<file path="config.mk">
export PLATFORM = sky130hd
export DESIGN_NAME = bus_xfer_master
export DESIGN_NICKNAME = d
export VERILOG_FILES = /design/src/rtl/bxm_pkg.sv /design/src/rtl/bxm_delay.sv /design/src/rtl/bxm_lane.sv /design/src/rtl/bus_xfer_master.sv
export SDC_FILE = /design/constraint.sdc
export NUM_CORES = 1
export LEC_CHECK = 0
export ABC_AREA = 1
export BUFFER_PORTS_ARGS = -buffer_cell sky130_fd_sc_hd__buf_2
export CORE_MARGIN = 2
export CORE_UTILIZATION = 45
export CTS_CLUSTER_SIZE = 16
export DETAILED_ROUTE_END_ITERATION = 8
export PLACE_DENSITY = 0.81
export SLEW_MARGIN = 5
export SYNTH_ARGS = -nofsm -noshare
export SYNTH_HDL_FRONTEND = slang
export SYNTH_SLANG_ARGS = --single-unit
</file>
<file path="constraint.sdc">
create_clock -name clk_i -period 2.05 [get_ports clk_i]
set_clock_uncertainty 0.05 [all_clocks]
set_input_delay 0.41 -clock clk_i [delete_from_list [all_inputs] [get_ports clk_i]]
set_output_delay 0.41 -clock clk_i [all_outputs]
set_load 0.01 [all_outputs]
</file>
<file path="src/rtl/bxm_pkg.sv">
package bxm_pkg;
  typedef enum logic [1:0] {
    XF_RD  = 2'b00,
    XF_RDP = 2'b01,
    XF_WR  = 2'b10,
    XF_WRB = 2'b11
  } xfer_e;

  typedef enum logic [2:0] {
    ST_IDLE,
    ST_SETUP,
    ST_MSYN,
    ST_DESKEW,
    ST_REL
  } bxm_st_e;
endpackage

</file>
<file path="src/rtl/bxm_delay.sv">
// Counts while run_i is high; hit_o marks the N-th cycle of a run.
module bxm_delay #(
  parameter int N = 2
) (
  input  logic clk_i,
  input  logic rst_ni,
  input  logic run_i,
  output logic hit_o
);
  localparam int CW = $clog2(N + 1);

  logic [CW-1:0] cnt_q;

  always_ff @(posedge clk_i or negedge rst_ni) begin
    if (!rst_ni)     cnt_q <= '0;
    else if (!run_i) cnt_q <= '0;
    else             cnt_q <= cnt_q + CW'(1);
  end

  assign hit_o = run_i && (cnt_q == CW'(N - 1));
endmodule

</file>
<file path="src/rtl/bxm_lane.sv">
// Places write data on the byte lanes.
module bxm_lane #(
  parameter int DW = 16
) (
  input  logic          byte_i,
  input  logic          hi_i,
  input  logic [DW-1:0] wdata_i,
  output logic [DW-1:0] lane_o
);
  localparam int HW = DW / 2;

  always_comb begin
    if (!byte_i)   lane_o = wdata_i;
    else if (hi_i) lane_o = {wdata_i[HW-1:0], {HW{1'b0}}};
    else           lane_o = {{HW{1'b0}}, wdata_i[HW-1:0]};
  end
endmodule

</file>
<file path="src/rtl/bus_xfer_master.sv">
module bus_xfer_master
  import bxm_pkg::*;
#(
  parameter int AW          = 18,
  parameter int DW          = 16,
  parameter int SETUP_CLKS  = 2,
  parameter int DESKEW_CLKS = 3,
  parameter int TMO_CLKS    = 1024
) (
  input  logic          clk_i,
  input  logic          rst_ni,
  input  logic          start_i,
  input  logic [1:0]    type_i,
  input  logic [AW-1:0] addr_i,
  input  logic [DW-1:0] wdata_i,
  output logic [DW-1:0] rdata_o,
  output logic          busy_o,
  output logic          done_o,
  output logic          bus_error_o,
  output logic          lock_o,
  output logic [1:0]    bus_c_o,
  output logic [AW-1:0] bus_addr_o,
  output logic          bus_addr_en_o,
  output logic [DW-1:0] bus_data_o,
  output logic          bus_data_oe_o,
  input  logic [DW-1:0] bus_data_i,
  output logic          msyn_o,
  input  logic          ssyn_i
);
  bxm_st_e       st_q, st_d;
  xfer_e         type_q;
  logic [AW-1:0] addr_q;
  logic [DW-1:0] wdata_q, rdata_q, lane;
  logic          done_q, err_q, lock_q;
  logic          setup_hit, dsk_hit, tmo_hit;
  logic          accept, is_read, fin, tmo_fire, strobe;

  assign accept   = (st_q == ST_IDLE) && start_i;
  assign is_read  = !type_q[1];
  assign fin      = (st_q == ST_REL) && !ssyn_i;
  assign tmo_fire = (st_q == ST_MSYN) && !ssyn_i && tmo_hit;
  assign strobe   = (st_q == ST_DESKEW) && dsk_hit;

  bxm_delay #(.N(SETUP_CLKS)) u_setup (
    .clk_i(clk_i), .rst_ni(rst_ni), .run_i(st_q == ST_SETUP), .hit_o(setup_hit)
  );
  bxm_delay #(.N(DESKEW_CLKS)) u_deskew (
    .clk_i(clk_i), .rst_ni(rst_ni), .run_i(st_q == ST_DESKEW), .hit_o(dsk_hit)
  );
  bxm_delay #(.N(TMO_CLKS)) u_tmo (
    .clk_i(clk_i), .rst_ni(rst_ni), .run_i(st_q == ST_MSYN), .hit_o(tmo_hit)
  );
  bxm_lane #(.DW(DW)) u_lane (
    .byte_i(type_q == XF_WRB), .hi_i(addr_q[0]), .wdata_i(wdata_q), .lane_o(lane)
  );

  always_comb begin
    st_d = st_q;
    unique case (st_q)
      ST_IDLE:   if (start_i) st_d = ST_SETUP;
      ST_SETUP:  if (setup_hit) st_d = ST_MSYN;
      ST_MSYN: begin
        if (ssyn_i)       st_d = is_read ? ST_DESKEW : ST_REL;
        else if (tmo_hit) st_d = ST_IDLE;
      end
      ST_DESKEW: if (dsk_hit) st_d = ST_REL;
      ST_REL:    if (!ssyn_i) st_d = ST_IDLE;
      default:   st_d = ST_IDLE;
    endcase
  end

  always_ff @(posedge clk_i or negedge rst_ni) begin
    if (!rst_ni) begin
      st_q    <= ST_IDLE;
      type_q  <= XF_RD;
      addr_q  <= '0;
      wdata_q <= '0;
      rdata_q <= '0;
      done_q  <= 1'b0;
      err_q   <= 1'b0;
      lock_q  <= 1'b0;
    end else begin
      st_q   <= st_d;
      done_q <= fin;
      err_q  <= tmo_fire;
      if (accept) begin
        type_q  <= xfer_e'(type_i);
        addr_q  <= addr_i;
        wdata_q <= wdata_i;
      end
      if (strobe) rdata_q <= bus_data_i;
      if (fin)           lock_q <= (type_q == XF_RDP);
      else if (tmo_fire) lock_q <= 1'b0;
    end
  end

  assign busy_o        = (st_q != ST_IDLE);
  assign bus_addr_en_o = busy_o;
  assign bus_c_o       = busy_o ? type_q : 2'b00;
  assign bus_addr_o    = busy_o ? addr_q : '0;
  assign bus_data_oe_o = busy_o && type_q[1];
  assign bus_data_o    = bus_data_oe_o ? lane : '0;
  assign msyn_o        = (st_q == ST_MSYN) || (st_q == ST_DESKEW);
  assign rdata_o       = rdata_q;
  assign done_o        = done_q;
  assign bus_error_o   = err_q;
  assign lock_o        = lock_q;
endmodule

</file>
After elaboration in Yosys (flattened, before gate mapping)
Cells that the tools add are included.
Widths: inputs -> output; s select.
{ "word_totals": {"regBits": 73, "wordCells": 61} }
{ "classes": {"add_sub_neg": 3, "eq_ne": 14, "muxes": 18, "reduce_logical": 15} }
{ "op_table": {"columns": ["op", "count"], "rows": [
  ["$mux 16", 3],
  ["$mux 3", 7],
  ["$mux 18", 1],
  ["$pmux 3 s5", 1],
  ["$add 11x1->11 const B", 1],
  ["$eq 11x10->1 const B", 1],
  ["$mux 11", 1],
  ["$logic_and 1x1->1", 9],
  ["$ne 2x2->1 const B", 4],
  ["$eq 3x2->1 const B", 2],
  ["$mux 2", 3],
  ["$reduce_and 5->1", 1],
  ["$add 2x1->2 const B", 2],
  ["$eq 2x1->1 const B", 2],
  ["$eq 2x2->1 const B", 2],
  ["$eq 3x1->1 const B", 1],
  ["$eq 3x3->1 const B", 1],
  ["$logic_not 3->1", 1],
  ["$ne 3x3->1 const B", 1],
  ["$reduce_bool 3->1", 1],
  ["$mux 1", 2],
  ["$reduce_bool 2->1", 1],
  ["$logic_not 1->1", 1],
  ["$logic_or 1x1->1", 1]
]} }

Depth between registers and ports, before layout
{ "depth": {"ltp_word": 5, "ltp_mapped": 9, "depth_no_buf": 9} }

Hierarchy
From an unflattened synthesis, not the netlist that was laid out.
{ "unflattened": {"hier_cells": 459, "area_unflattened_um2": 3678.5} }
{ "modules_own_cells": {"columns": ["mod", "n_inst", "cells_per_inst", "area_per_inst_um2", "seq_area_each_um2"], "rows": [
  ["bus_xfer_master", 1, 340, 2792.7, 1451.4],
  ["bxm_delay at u_tmo", 1, 66, 526.8, 275.3],
  ["bxm_lane", 1, 35, 188.9, 0.0],
  ["bxm_delay at u_deskew ...", 2, 9, 85.1, 50.0]
]} }

Worst setup path before layout
No wires, ideal clock.
{ "synth_path": {"path_type": "flip-flop to output port", "start": "register st_q[0]", "end": "output port bus_c_o[1]", "t_arrival_ns": 1.281, "path_slack_ns": 0.309, "stages_incl_launch_ff": 6, "n_path_buf": 1, "path_cell_list": "dfrtp_1 nor2_4 nand2_4 nand2_2 clkinv_1 buf_4"} }
{ "synth_between": {"elab_chain_cells": 2} }
{ "synth_rtl": {"columns": ["element", "line_no", "source"], "rows": [
  ["start: declaration", "bus_xfer_master.sv:30", "bxm_st_e st_q, st_d;"],
  ["start signal: assignment", "bus_xfer_master.sv:83", "st_q <= st_d;"],
  ["$reduce_bool 3->1", "bus_xfer_master.sv:97", "assign busy_o = (st_q != ST_IDLE);"],
  ["via bus_addr_en_o", "bus_xfer_master.sv:23", "output logic bus_addr_en_o,"],
  ["$mux 2", "bus_xfer_master.sv:99", "assign bus_c_o = busy_o ? type_q : 2'b00;"],
  ["end: declaration", "bus_xfer_master.sv:21", "output logic [1:0] bus_c_o,"]
]} }
The timed path passes the listed nets, and every way through them passes these cells.

Final worst setup path
{ "layout_path": {"start": "register st_q[1]", "end": "output port bus_data_o[12]"} }
{ "layout_between": {"elab_chain_cells": 3} }
{ "layout_rtl": {"columns": ["element", "line_no", "source"], "rows": [
  ["$reduce_bool 3->1", "bus_xfer_master.sv:97", null],
  ["$logic_and 1x1->1", "bus_xfer_master.sv:101", "assign bus_data_oe_o = busy_o && type_q[1];"],
  ["$mux 16", "bus_xfer_master.sv:102", "assign bus_data_o = bus_data_oe_o ? lane : '0;"],
  ["end: declaration", "bus_xfer_master.sv:24", "output logic [DW-1:0] bus_data_o,"]
]} }
No other way between the ends.

==> summary.md <==
| Metric | Value |
|---|---|
| Outcome | finished clean |
| Req. time, crit path | 1.59 ns |
| Synth Area in XOR/XNOR | 0.00523 |
| Main combinational cell family by area after synthesis | simple AND/OR/NAND/NOR gates |
| Most frequent cells in the layout | buf_2, nor2_1, dfrtp_1 |
| RSZ-0062 raised after global routing | false |
| Avg Inst Size Synth | between 9 and 10 um^2 |
| Worst Setup Start Kind | flip-flop |
| Crit-path max cell delay | 0.44 ns |
| Worst-margin pin slew | about 0.52 ns |
| IR drop worst, VDD | 0.000676 V |
| Synthesis Warnings | 0 |
| Fin. Hold Viols | 0 |
| Commonest non-fill, non-tap cell in the layout | buf_2 |
| Leak | 0.00235 uW |
| Clock slew seen by the registers of the worst setup and hold paths | roughly 0.07 ns |
| Relative slew slack | 0.653 |
| GRT Total Usage | 0.189 |
| Setup crit end kind | primary output |
| Vias in the first global route | between 2k and 3k |
| Iteration-0 DRC Markers | roughly 120 |
| N_diodes | 0 |
| Post-Synth Simple-Gate Area | 0.237 |
| Met3 Usage GRT | 0.0451 |
| Critical path's slowest cell | dfrtp_2 |
| Core Footprint | 0.00721 mm^2 |
| Worst EP arrival | 1.48 ns |
| DRT antenna net count | 0 |
| Clk Latency, worst-skew pair | 0.33 ns |
| Syn Inst Count | 370 |
| CTS max path bufs | 2 |
| Die Wd | 90.3 um |
| Num CTS Buffers | 9 |
| Non-Filler Instances | 598 |
| Std-Cell Rows | 31 |
| # DRC | 0 |
| Post-Syn Area | roughly 0.0034 mm^2 |
| Syn Nets | 429 |
| WL/cell | 12.6 um |
| End-of-flow core utilization | 0.594 |
| Initial antenna violation count | 0 |
| CTS Root Cell | clkbuf_8 |
| Routed wire length | approximately 7.5 mm |
| HPWL after DPL | 5.41 mm |
| Post-Synth Adder-Cell Area | 0.0112 |
| Fin crit period | 1.94 ns |
| Area added between synthesis and finish | 27.9% |
| Starting Density | 0.465 |
| Sink Count | 73 |
| Crit share post-route | 0.948 |
| Ports | 115 |
| Vias/cell | 4.80 |
| First-pass GRT wire length | between 10 and 15 mm |
| Complex-gate fraction of the synthesized area | 0.0612 |
| Share of cells above drive strength 1 | 0.351 |
| CTS tree | built |
| Sum of negative setup slack | 0 ns |
| Hold-fix buffers, CTS | 0 |
| M1 GR Usage | 0.248 |
| Final setup vio count | 0 |
| Slew Viols, Final | 0 |
| Max cap viols | 0 |
| CP Max Fanout | 8 |
| GPL Wtd Cong | 0.771 |
| Total grt overflow | 0 |
| Worst Setup Path Type | reg -> out |
| Vias post-DR | 2870 |
| Pre-Repair DR Iteration Count | 4 |
| R2R depth | 7 |
| Post-synthesis mux area share | 0.0649 |
| Largest net degree at the start of global routing | just over 50 |
| Max frequency | 0.514 GHz |
| Inst Count DP | ~580 |
| Final Power | 6410 uW |
| Power Density | ~1500 mW/mm^2 |
| GR Util met2 | 0.316 |
| Sequential area share after synthesis | 0.545 |
| Die area | slightly above 0.008 mm^2 |
| IO Port Bufs | 114 |
| H-tree levels | 3 |
| NumNets Final | 553 |
| Critical Path, Cell by Cell | nor2_4 -> nand2_4 -> nand2_2 -> buf_4 -> nor2_1 -> buf_2 |
| Cell variety after synth | 26 |
| Hold WC Path Type | in -> async |
| #FFs+latches synth | 73 |
| GRT Max-Usage Layer | met2 |
| FILL cells | 672 |
| Die height | between 90 and 100 um |
==> registers in the layout, summed over array words and instances, names as in the netlist <==
| name | cells |
|---|---|
| addr_q | 18 |
| rdata_o | 16 |
| wdata_q | 16 |
| u_tmo.cnt_q | 11 |
| st_q | 3 |
| type_q | 2 |
| u_deskew.cnt_q | 2 |
| u_setup.cnt_q | 2 |
| bus_error_o | 1 |
| done_o | 1 |
| lock_o | 1 |
==> worst max-delay path: cells and delay by family, from the launching register on <==
kind          cells  cell delay, ns
buf+inv           2            0.31
flops             1            0.44
simple gates      4            0.41
==> metal layers <==
| metal | share of wire | vias to the layer above |
|---|---|---|
| met5 | 0 | - |
| met4 | 0.0081 | 0 |
| met3 | 0.052 | 5 |
| met2 | 0.50 | 82 |
| met1 | 0.44 | 1367 |
| li1 | - | 1416 |
==> report_power, final <==
| part | switching (uW) | total (uW) | internal, uW |
|---|---|---|---|
| sequential | 300 | 2250 | 1950 |
| clock | 510 | 1110 | 599 |
| combinational | 1810 | 3050 | 1240 |
==> per-stage QoR <==
stage	instance area (um^2)	setup WS [ns]	hold WS (ns)
floorplan	3350	0.309	0.0644
global placement	4020	0.300	0.361
detailed placement	4020	0.236	0.366
CTS	4220	0.00401	0.00426
global route	4290	0.00823	0.0336
finish	4290	0.106	0.00240
==> logic make-up after synthesis <==
group           count (synthesis)
simple gates                  186
fa+ha+maj                       3
mux                            16
xor+xnor                        2
buf+inv                        53
flops                          73
compound gates                 37
==> synthesized netlist by cell type, drive strengths merged <==
cell | count | area share
nor3 | 3 | 0.0060
ha | 3 | 0.011
nor2 | 79 | 0.094
a22oi | 8 | 0.018
clkbuf | 4 | 0.0045
mux2 | 16 | 0.065
dfrtp | 73 | 0.54
xor2 | 2 | 0.0052
inv | 37 | 0.042
clkinv | 1 | 0.0011
nand3 | 29 | 0.043
nand2 | 72 | 0.088
a21oi | 26 | 0.039
buf | 11 | 0.028
o21ai | 3 | 0.0045
nand3b | 1 | 0.0022
nand4 | 2 | 0.0037
==> path summary, 6_finish.rpt <==
path	from	end	slack [ns]
min in group clk_i	wdata_i[12]	wdata_q[12]$_DFFE_PN0P_	0.26
hold / removal	rst_ni	addr_q[2]$_DFFE_PN0P_	0.002
hold reg to reg	u_setup.cnt_q[0]$_DFF_PN0_	u_setup.cnt_q[0]$_DFF_PN0_	0.39
max in group asynchronous	rst_ni	wdata_q[5]$_DFFE_PN0P_	1.43
setup reg to reg	st_q[1]$_DFFE_PN0P_	addr_q[9]$_DFFE_PN0P_	0.44
setup / recovery	st_q[1]$_DFFE_PN0P_	bus_data_o[12]	0.11
==> cell type report <==
class / instances / area (um^2) / area share
sequential: 73 / 1830 / 0.427
multi-input combinational: 244 / 1280 / 0.299
timing repair buffer: 128 / 707 / 0.165
inverter: 38 / 148 / 0.0344
clock buffer: 12 / 145 / 0.0339
tap: 99 / 124 / 0.0289
clock inverter: 4 / 52.6 / 0.0123
==> repair_timing <==
action,in CTS,in global routing
pin swaps,0,1
setup buffers,0,7
setup endpoints to repair,12,16
resized for setup,2,7
No activity file was read; power rests on OpenSTA's default activity.
